[config.mk]
export PLATFORM = sky130hd
export DESIGN_NAME = adc_seq_ctrl
export DESIGN_NICKNAME = d
export VERILOG_FILES = /design/src/rtl/adc_seq_pkg.sv /design/src/rtl/adc_pace_div.sv /design/src/rtl/adc_chan_rotor.sv /design/src/rtl/adc_seq_ctrl.sv
export SDC_FILE = /design/constraint.sdc
export NUM_CORES = 1
export LEC_CHECK = 0
export ABC_AREA = 1
export BUFFER_PORTS_ARGS = -buffer_cell sky130_fd_sc_hd__buf_2
export CELL_PAD_IN_SITES_DETAIL_PLACEMENT = 1
export CELL_PAD_IN_SITES_GLOBAL_PLACEMENT = 1
export CORE_ASPECT_RATIO = 0.6
export CORE_MARGIN = 1
export CORE_UTILIZATION = 40
export CTS_CLUSTER_DIAMETER = 100
export DETAILED_ROUTE_END_ITERATION = 10
export PLACE_DENSITY_LB_ADDON = 0.1
export SLEW_MARGIN = 10
export SYNTH_ARGS = -nofsm -noshare
export SYNTH_HDL_FRONTEND = slang
export SYNTH_SLANG_ARGS = --single-unit
[constraint.sdc]
create_clock -name clk -period 1.79 [get_ports clk]
set_input_delay 0.2685 -clock clk [delete_from_list [all_inputs] [get_ports clk]]
set_output_delay 0.2685 -clock clk [all_outputs]
set_load 0.01 [all_outputs]
[src/rtl/adc_seq_pkg.sv]
`timescale 1ns/1ps
package adc_seq_pkg;

  typedef enum logic [1:0] {
    SQ_OFF  = 2'd0,
    SQ_IDLE = 2'd1,
    SQ_CONV = 2'd2
  } seq_state_e;

endpackage

[src/rtl/adc_pace_div.sv]
`timescale 1ns/1ps
module adc_pace_div #(
  parameter int unsigned INT_W  = 16,
  parameter int unsigned FRAC_W = 8
) (
  input  logic              clk,
  input  logic              rst_n,
  input  logic              run,
  input  logic [INT_W-1:0]  div_int,
  input  logic [FRAC_W-1:0] div_frac,
  output logic              tick
);

  localparam int unsigned LIM_W = INT_W + 1;

  logic [INT_W-1:0]  cnt_q, cnt_n;
  logic [FRAC_W-1:0] acc_q, acc_n;
  logic              ext_q, ext_n;
  logic [LIM_W-1:0]  limit;
  logic [FRAC_W:0]   acc_sum;

  assign limit   = {1'b0, div_int} + {{INT_W{1'b0}}, ext_q};
  assign acc_sum = {1'b0, acc_q} + {1'b0, div_frac};
  assign tick    = run && (({1'b0, cnt_q} + {{INT_W{1'b0}}, 1'b1}) >= limit);

  always_comb begin
    cnt_n = cnt_q;
    acc_n = acc_q;
    ext_n = ext_q;
    if (!run) begin
      cnt_n = '0;
      acc_n = '0;
      ext_n = 1'b0;
    end else if (tick) begin
      cnt_n = '0;
      acc_n = acc_sum[FRAC_W-1:0];
      ext_n = acc_sum[FRAC_W];
    end else begin
      cnt_n = cnt_q + 1'b1;
    end
  end

  always_ff @(posedge clk or negedge rst_n) begin
    if (!rst_n) begin
      cnt_q <= '0;
      acc_q <= '0;
      ext_q <= 1'b0;
    end else begin
      cnt_q <= cnt_n;
      acc_q <= acc_n;
      ext_q <= ext_n;
    end
  end

  AST_TICK_SPACED: assert property (@(posedge clk) disable iff (!rst_n)
    tick && (div_int > 1) |=> (!tick || div_int <= 1));

endmodule

[src/rtl/adc_chan_rotor.sv]
`timescale 1ns/1ps
module adc_chan_rotor #(
  parameter int unsigned N_CH = 9,
  parameter int unsigned CH_W = 4
) (
  input  logic [CH_W-1:0] cur,
  input  logic [N_CH-1:0] mask,
  output logic            active,
  output logic [CH_W-1:0] nxt
);

  logic            hi_hit, lo_hit;
  logic [CH_W-1:0] hi_idx, lo_idx;

  assign active = |mask;

  always_comb begin
    hi_hit = 1'b0;
    lo_hit = 1'b0;
    hi_idx = cur;
    lo_idx = cur;
    for (int j = N_CH - 1; j >= 0; j--) begin
      if (mask[j]) begin
        lo_hit = 1'b1;
        lo_idx = CH_W'(j);
        if (CH_W'(j) > cur) begin
          hi_hit = 1'b1;
          hi_idx = CH_W'(j);
        end
      end
    end
    if (hi_hit)      nxt = hi_idx;
    else if (lo_hit) nxt = lo_idx;
    else             nxt = cur;
  end

endmodule

[src/rtl/adc_seq_ctrl.sv]
`timescale 1ns/1ps
module adc_seq_ctrl
  import adc_seq_pkg::*;
#(
  parameter int unsigned DATA_W  = 12,
  parameter int unsigned CH_W    = 4,
  parameter int unsigned N_CH    = 9,
  parameter int unsigned DINT_W  = 16,
  parameter int unsigned DFRAC_W = 8
) (
  input  logic               clk,
  input  logic               rst_n,
  input  logic               cfg_enable,
  input  logic               cfg_start_once,
  input  logic               cfg_start_many,
  input  logic [CH_W-1:0]    cfg_chan_sel,
  input  logic               cfg_chan_wr,
  input  logic [N_CH-1:0]    cfg_rr_mask,
  input  logic [DINT_W-1:0]  cfg_div_int,
  input  logic [DFRAC_W-1:0] cfg_div_frac,
  input  logic               err_sticky_clr,
  output logic               conv_start,
  output logic [CH_W-1:0]    conv_chan,
  input  logic               conv_done,
  input  logic [DATA_W-1:0]  conv_data,
  input  logic               conv_err,
  output logic               ready,
  output logic [DATA_W-1:0]  result,
  output logic               err_last,
  output logic               err_sticky,
  output logic               res_valid,
  output logic [CH_W-1:0]    res_chan
);

  // reset: asserted asynchronously, released through two flops
  logic rst_meta, rst_n_i;
  always_ff @(posedge clk or negedge rst_n) begin
    if (!rst_n) begin
      rst_meta <= 1'b0;
      rst_n_i  <= 1'b0;
    end else begin
      rst_meta <= 1'b1;
      rst_n_i  <= rst_meta;
    end
  end

  seq_state_e        state_q, state_n;
  logic              once_q, once_n;
  logic              tpend_q, tpend_n;
  logic              start_q, start_n;
  logic [CH_W-1:0]   chan_q, chan_n;
  logic [DATA_W-1:0] res_q, res_n;
  logic              elast_q, elast_n;
  logic              estk_q, estk_n;
  logic              vld_q, vld_n;
  logic [CH_W-1:0]   rchan_q, rchan_n;

  logic            div_zero, div_run, div_tick;
  logic            many_go, launch_go, done_ok;
  logic            rot_active;
  logic [CH_W-1:0] rot_next;

  assign div_zero = (cfg_div_int == '0) && (cfg_div_frac == '0);
  assign div_run  = cfg_enable && cfg_start_many && !div_zero;

  adc_pace_div #(.INT_W(DINT_W), .FRAC_W(DFRAC_W)) i_pace (
    .clk      (clk),
    .rst_n    (rst_n_i),
    .run      (div_run),
    .div_int  (cfg_div_int),
    .div_frac (cfg_div_frac),
    .tick     (div_tick)
  );

  adc_chan_rotor #(.N_CH(N_CH), .CH_W(CH_W)) i_rotor (
    .cur    (chan_q),
    .mask   (cfg_rr_mask),
    .active (rot_active),
    .nxt    (rot_next)
  );

  assign many_go   = cfg_start_many && (div_zero || div_tick || tpend_q);
  assign launch_go = cfg_enable && (state_q == SQ_IDLE) && (once_q || many_go);
  assign done_ok   = cfg_enable && (state_q == SQ_CONV) && conv_done;

  always_comb begin
    state_n = state_q;
    if (!cfg_enable) begin
      state_n = SQ_OFF;
    end else begin
      unique case (state_q)
        SQ_OFF:  state_n = SQ_IDLE;
        SQ_IDLE: if (launch_go) state_n = SQ_CONV;
        SQ_CONV: if (conv_done) state_n = SQ_IDLE;
        default: state_n = SQ_OFF;
      endcase
    end
  end

  always_comb begin
    once_n  = once_q;
    tpend_n = tpend_q;
    chan_n  = chan_q;
    res_n   = res_q;
    elast_n = elast_q;
    estk_n  = estk_q;
    rchan_n = rchan_q;
    start_n = launch_go;
    vld_n   = done_ok;

    if (!cfg_enable)         once_n = 1'b0;
    else if (cfg_start_once) once_n = 1'b1;
    else if (launch_go)      once_n = 1'b0;

    if (!div_run || launch_go) tpend_n = 1'b0;
    else if (div_tick)         tpend_n = 1'b1;

    if (cfg_chan_wr)                  chan_n = cfg_chan_sel;
    else if (done_ok && rot_active)   chan_n = rot_next;

    if (done_ok) begin
      res_n   = conv_data;
      elast_n = conv_err;
      rchan_n = chan_q;
    end

    if (done_ok && conv_err) estk_n = 1'b1;
    else if (err_sticky_clr) estk_n = 1'b0;
  end

  always_ff @(posedge clk or negedge rst_n_i) begin
    if (!rst_n_i) begin
      state_q <= SQ_OFF;
      once_q  <= 1'b0;
      tpend_q <= 1'b0;
      start_q <= 1'b0;
      chan_q  <= '0;
      res_q   <= '0;
      elast_q <= 1'b0;
      estk_q  <= 1'b0;
      vld_q   <= 1'b0;
      rchan_q <= '0;
    end else begin
      state_q <= state_n;
      once_q  <= once_n;
      tpend_q <= tpend_n;
      start_q <= start_n;
      chan_q  <= chan_n;
      if (done_ok) begin
        res_q   <= res_n;
        elast_q <= elast_n;
        rchan_q <= rchan_n;
      end
      estk_q  <= estk_n;
      vld_q   <= vld_n;
    end
  end

  assign conv_start = start_q;
  assign conv_chan  = chan_q;
  assign ready      = cfg_enable && (state_q == SQ_IDLE);
  assign result     = res_q;
  assign err_last   = elast_q;
  assign err_sticky = estk_q;
  assign res_valid  = vld_q;
  assign res_chan   = rchan_q;

  AST_START_SINGLE: assert property (@(posedge clk) disable iff (!rst_n_i)
    conv_start |=> !conv_start);
  AST_START_BUSY: assert property (@(posedge clk) disable iff (!rst_n_i)
    conv_start |-> !ready);
  AST_OFF_NO_START: assert property (@(posedge clk) disable iff (!rst_n_i)
    !cfg_enable |=> !conv_start);
  AST_VALID_AFTER_DONE: assert property (@(posedge clk) disable iff (!rst_n_i)
    res_valid |-> $past(conv_done));
  AST_STICKY_HOLD: assert property (@(posedge clk) disable iff (!rst_n_i)
    err_sticky && !err_sticky_clr |=> err_sticky);
  AST_ERR_LATCHED: assert property (@(posedge clk) disable iff (!rst_n_i)
    res_valid && err_last |-> err_sticky);

endmodule

==> metrics, run 1 <==
worst r2r path cells 16; DRT iter0 DRCs 240; period utilization 1.79; area share of the largest cell type after synthesis 0.358; Final Hold Fails 0; GRT busiest layer met2; Area Growth Syn to Fin 47.7%; mean post-synth cell area 7.59 sq um; Setup crit end kind register; Distinct cells, synth 40; RSZ-0062 raised after global routing yes; initial cell density of the core 0.416; drt drc 0; Worst EP arrival 3.43 ns; WL final 15.6 mm; vias in the first global route 4,334; Max clock buf depth 2; largest net degree at the start of global routing 49; initial antenna violation count 0; GR Layer Usage met1 0.342; Die ar. 10,000 sq um; worst-margin pin slew 0.609 ns; share of cells above drive strength 1 0.418; Post-synth EDFFs 0; Placed Cells incl. Taps 785; total number of H-tree levels 2; Power Density 616 nW/um^2; reg-to-reg startpoint i_pace.ext_q; async set-reset flop share out of synthesis 1.00; Max Freq 313 MHz; Synth Flop Type dfrtp_1; met3 usage 0.0483; TritonCTS clock tree built; Post-DRT Antenna Nets 0; worst clock skew 0.00829 ns; # port buffers 82; ant diodes 0; Wirelength per Cell 19.3 um; TritonCTS Buffers 5; Mapped Area 3850 sq um; pre-CTS setup slack -1.32 ns; DRT Pass-1 Iters 5; placed cell areas 5000 sq um; Crit-path slowest cell dfrtp_1; Nets 765; FP Rows 27; Yosys reg bits 55; crit-path cells ha_4 > ha_4 > nand3_4 > nor3_4 > nand4_2 > nand3b_4 > nor3_4 > xor2_2 > ha_4 > a21oi_1 > o21ai_1 > nor2_2 > buf_4 > nand3_4 > clkbuf_16 > nor3_2; post-route cell area 5680 sq um; later-pin clock latency in the skew report 0.31 ns; Clock Sinks 55; relative max-transition margin 0.589; Root Buffer clkbuf_16; Synth Net Count 594; met2 Use GR 0.478; DP Wirelength 9.45 mm; Die Width 129 um; # fillers 1,148; die height 78.0 um; R2R Setup Slk -1.41 ns; most frequent cell after synthesis nand2_1; Setup CP Type register to register; dominant cells by area after synthesis dfrtp_1 36%, nand2_1 12%, ha_1 9.1%, inv_1 7.7%, nor2_1 5.5%; PnR worst setup slack -1.41 ns; crit-path max FO 8; min Tclk post-route 3.20 ns; total power 0.00350 W; vias 4,106; max-slew violations 0; cell repeated most along the worst path ha_4; Crit Reg-Reg Endpoint i_pace.cnt_q[8]; peak per-stage delay on the critical path 0.41 ns; VDD IR max 0.000506 V; most instantiated cells after synthesis 122 x nand2_1, 79 x inv_1, 56 x nor2_1, 55 x dfrtp_1, 28 x ha_1; max cap viols 0; gr usage total 0.272; I/O Pins 83; first-pass GRT wire length 21.0 mm; Post-Layout Cell Count 809; clock transition at the registers of the reported paths 0.08 ns; Remaining Overflow, GRT 0; outcome finished with violations; placer congestion estimate 0.836; type of origin of the critical path register; final setup fails 29; dominant cell type by area after synthesis dfrtp_1; hold crit path type register to asynchronous set/reset pin; sequential share of the synthesized area 0.358; failing checks setup timing; Mapped Cells 507; P_leak 3.04 nW; Syn. warnings 0; CP required 2.02 ns; vias per inst 5.08; placeable core area 9260 sq um
critical path: cells and delay by family (launching register included):
kind / cells / cell delay [ns]
XOR/XNOR: 1 / 0.27
buffers and inverters: 2 / 0.37
AO/OA/AOI/OAI: 2 / 0.29
adder cells (fa/ha/maj): 3 / 0.57
AND/OR/NAND/NOR: 8 / 1.20
flip-flops: 1 / 0.41
placed cells by master (no fill, tap or decap), types with 3 or more instances in the layout:
cell	instances
ha_4	6
nand3_2	5
nand3_1	20
clkbuf_16	6
nor3_1	6
dfrtp_2	4
xor2_2	5
nor2_4	15
xnor2_1	3
nand4_1	5
a21oi_1	17
o22ai_2	5
buf_4	81
ha_1	21
o21ai_0	10
o21ai_2	3
nor2_1	41
nor3_2	4
inv_1	76
nand3_4	5
nand2_4	7
xor2_1	18
buf_12	3
nand2_1	107
nor2_2	8
o21ai_1	8
nand2_2	12
buf_2	82
dfrtp_1	51
nor3_4	5
inv_2	13
repair_timing:
item                                    in CTS  in global routing
hold buffers                                 1                  0
endpoints found under the hold margin        2                  0
setup buffers                                7                  7
endpoints found under the setup margin      29                 31
pin swaps                                   25                 17
cloned                                       0                  1
gates resized for setup                     44                 44
through the flow:
step | hold slack [ns] | util | TNS [ns]
final | 0.0946 | 0.614 | -39.28
after global routing | 0.107 | 0.614 | -43.90
after CTS | 0.0976 | 0.585 | -33.82
after detailed placement | 0.0563 | 0.540 | -34.70
after global placement | 0.0527 | 0.540 | -29.64
after floorplan | -0.0271 | - | -26.56
cells by family (layout without fill, tap and decap cells):
kind of cell	count (synthesis)	count (layout)	share of synthesized area
adder cells (fa/ha/maj)	29	29	0.0962
AND/OR/NAND/NOR	248	248	0.308
other	1	1	0.000974
XOR/XNOR	28	28	0.0657
AO/OA/AOI/OAI	51	51	0.0780
buffers and inverters	95	267	0.0933
flip-flops	55	55	0.358
flip-flops by register name, summed over array words and instances, names as in the netlist:
register / cells
res_chan: 4
err_last: 1
res_valid: 1
result: 12
rst_n_i: 1
conv_chan: 4
rst_meta: 1
i_pace.cnt_q: 16
once_q: 1
i_pace.ext_q: 1
state_q: 2
err_sticky: 1
i_pace.acc_q: 8
conv_start: 1
tpend_q: 1
worst max-delay path by stage:
stage	endpoint	slack (ns)	from	cells past startpoint
floorplan	tpend_q	-1.04	i_pace.ext_q	19
global placement	tpend_q	-1.11	cfg_div_int[0]	20
detailed placement	tpend_q	-1.32	cfg_div_int[0]	20
CTS	tpend_q	-1.24	i_pace.cnt_q[1]	22
global route	i_pace.acc_q[6]	-1.57	i_pace.ext_q	16
finish	i_pace.cnt_q[8]	-1.41	i_pace.ext_q	16
cell type report:
type,instances,area (sq um),share of cell area
tap,130,163,0.0286
clock buffer,5,125,0.0220
timing repair buffer,169,1120,0.198
sequential,55,1380,0.243
multi-input combinational,357,2520,0.444
clock inverter,3,31.3,0.00550
inverter,90,338,0.0594
routing by layer:
layer,share of wire,up-vias
li1,-,1933
met4,0.035,0
met2,0.50,119
met3,0.051,38
met1,0.41,2016
met5,0,-
power breakdown:
part	switching [W]	leakage (nW)	internal (W)
registers	0.0000989	0.733	0.00138
logic	0.000564	2.23	0.000364
clock network	0.000544	0.0778	0.000544
total	0.00121	3.04	0.00229
Power figures use the tool's default switching activity.
==> run 2: changes to the inputs <==
--- a/config.mk
+++ b/config.mk
@@ -11,10 +11,11 @@
 export CELL_PAD_IN_SITES_GLOBAL_PLACEMENT = 1
 export CORE_ASPECT_RATIO = 0.6
 export CORE_MARGIN = 1
-export CORE_UTILIZATION = 40
+export CORE_UTILIZATION = 43
 export CTS_CLUSTER_DIAMETER = 100
 export DETAILED_ROUTE_END_ITERATION = 10
 export PLACE_DENSITY_LB_ADDON = 0.1
+export SETUP_SLACK_MARGIN = 0.2
 export SLEW_MARGIN = 10
 export SYNTH_ARGS = -nofsm -noshare
 export SYNTH_HDL_FRONTEND = slang
==> constraint.sdc (replaced) <==
create_clock -name clk -period 4.1 [get_ports clk]
set_input_delay 0.615 -clock clk [delete_from_list [all_inputs] [get_ports clk]]
set_output_delay 0.615 -clock clk [all_outputs]
set_load 0.01 [all_outputs]
==> metrics, run 2 (same netlist as run 1, synthesis figures left out) <==
clock transition at the registers of the reported paths 0.07 ns (about the same); gr usage total 0.249 (-0.0224); first-pass GRT wire length 17.5 mm (-17%); # port buffers 82 (unchanged); hold crit path type input port to asynchronous set/reset pin; drt drc 0 (unchanged); Placed Cells incl. Taps 699 (-11%); TritonCTS Buffers 5 (unchanged); met2 Use GR 0.387 (-0.0910); Die ar. 9340 sq um (-6.8%); max cap viols 0 (unchanged); Power Density 314 nW/um^2 (-49%); FP Rows 26 (-3.7%); Root Buffer clkbuf_16; DRT Pass-1 Iters 4 (-1); period utilization 0.867 (-0.920); Sequential cell area 1380 sq um (-0.27%); vias 3,517 (-14%); die height 75.3 um (-3.5%); outcome completed; max reg flops 16 (unchanged); min Tclk post-route 3.55 ns (+0.356 ns); area of the multi-input gates 2120 sq um (-16%); commonest non-fill, non-tap cell in the layout nand2_1; Nets 681 (-11%); initial cell density of the core 0.448 (+0.0323); total number of H-tree levels 2 (unchanged); Die Width 124 um (-3.5%); RSZ-0062 raised after global routing no; DRT iter0 DRCs 186 (-23%); GR Layer Usage met1 0.366 (+0.0235); Setup crit end kind register; placer congestion estimate 0.827 (-1.0%); Worst EP arrival 3.77 ns (+0.34 ns); VDD IR max 0.000194 V (-62%); worst-margin pin slew 0.724 ns (+0.116 ns); type of origin of the critical path register; # fillers 1,116 (-2.8%); post-CTS sizing 0 (-100%); R2R Setup Slk 0.55 ns (+1.95 ns); share of cells above drive strength 1 0.237 (-0.181); commonest cells after routing, fill and taps aside 122 x nand2_1, 82 x buf_2, 79 x inv_1, 56 x nor2_1, 54 x dfrtp_1; hold-fix buffers at CTS 0 (-1); initial antenna violation count 0 (unchanged); postcts setup bufs 0 (-7); later-pin clock latency in the skew report 0.30 ns (about the same); Max Freq 281 MHz (-10%); CP required 4.31 ns (+2.29 ns); largest register by flop count i_pace.cnt_q; ant diodes 0 (unchanged); vias per inst 4.97 (-2.0%); Post-DRT Antenna Nets 0 (unchanged); P_leak 2.53 nW (-17%); Remaining Overflow, GRT 0 (unchanged); DP Wirelength 8.83 mm (-6.6%); Final Hold Fails 0 (unchanged); TritonCTS clock tree built; placeable core area 8590 sq um (-7.2%); setup TNS 0 ns (+39.28 ns); worst clock skew 0.0112 ns (+0.00294 ns); Setup CP Type register to register; Clock Sinks 55 (unchanged); largest net degree at the start of global routing 46 (-6.1%); crit-path max FO 13 (+5); Wirelength per Cell 15.5 um (-20%); I/O Pins 83 (unchanged); max-slew violations 0 (unchanged); final setup fails 0 (-100%); relative max-transition margin 0.511 (-0.0780); WL final 10.9 mm (-30%); GRT busiest layer met2; Area Growth Syn to Fin 18.6%; vias in the first global route 3,496 (-19%); met3 usage 0.0500 (+0.00172); Max clock buf depth 2 (unchanged); Post-Layout Cell Count 707 (-13%)
run 2: changes by cell type in the layout (fill, tap and decap cells not counted), sizes merged:
| cell | delta |
|---|---|
| dlygate4sd3 | -1 |
| clkinv | -1 |
| buf | -82 |
run 2: per-layer routing:
layer,share of wire,wire length (um)
met1,0.51,5580
met2,0.44,4790
met3,0.047,509
met4,0.0055,60
met5,0,0
run 2: path summary, 6_finish.rpt:
check | startpoint | end | cells after the start
max | i_pace.cnt_q[0] | i_pace.cnt_q[8] | 19
min | rst_n | rst_meta | 1
max reg2reg | i_pace.cnt_q[0] | i_pace.cnt_q[8] | 19
min reg2reg | rst_n_i | result[11] | 0
max in group asynchronous | rst_n_i | i_pace.acc_q[4] | 1
min in group clk | rst_meta | rst_n_i | 0
run 2: final cells by class:
type,count,area share
clock buffers,6,0.0304
repair buffers,85,0.0948
flip-flops and latches,55,0.302
multi-input cells,357,0.465
clock inverters,2,0.00384
inverters,90,0.0740
well taps,112,0.0307
run 2: report_power, final:
part	internal, W	switching (W)	leakage (nW)
Sequential	0.000603	0.0000418	0.736
Clock	0.000248	0.000209	0.0779
Combinational	0.000124	0.000209	1.71
run 2: stage by stage:
| step | power [W] | setup WS, ns | util | instance area, sq um | hold slack [ns] |
|---|---|---|---|---|---|
| 2_1_floorplan | 0.000825 | 0.949 | - | 3850 | 0.319 |
| 3_3_place_gp | 0.000965 | 0.560 | 0.513 | 4400 | 0.112 |
| 3_5_place_dp | 0.000983 | 0.424 | 0.513 | 4400 | 0.121 |
| 4_1_cts | 0.00145 | 0.510 | 0.531 | 4560 | 0.0825 |
| 5_1_grt | 0.00152 | 0.235 | 0.532 | 4570 | 0.0747 |
| 6_report | 0.00144 | 0.546 | 0.532 | 4570 | 0.0855 |
run 2: worst max-delay path, cell delays in order (launching register included):
cell     delay (ns)
dfrtp_1        0.43
ha_1           0.19
nand2_1        0.11
nor3_2         0.21
nand2_1        0.12
nor2_2         0.11
nand2_1        0.13
nor2_1         0.22
nand2_1        0.12
xor2_2         0.21
inv_1          0.07
ha_1           0.31
nand2_1        0.12
nor2_1         0.07
nand3_1        0.07
o21ai_1        0.07
nor2_2         0.14
nand3_2        0.32
buf_4          0.32
nor3_2         0.13
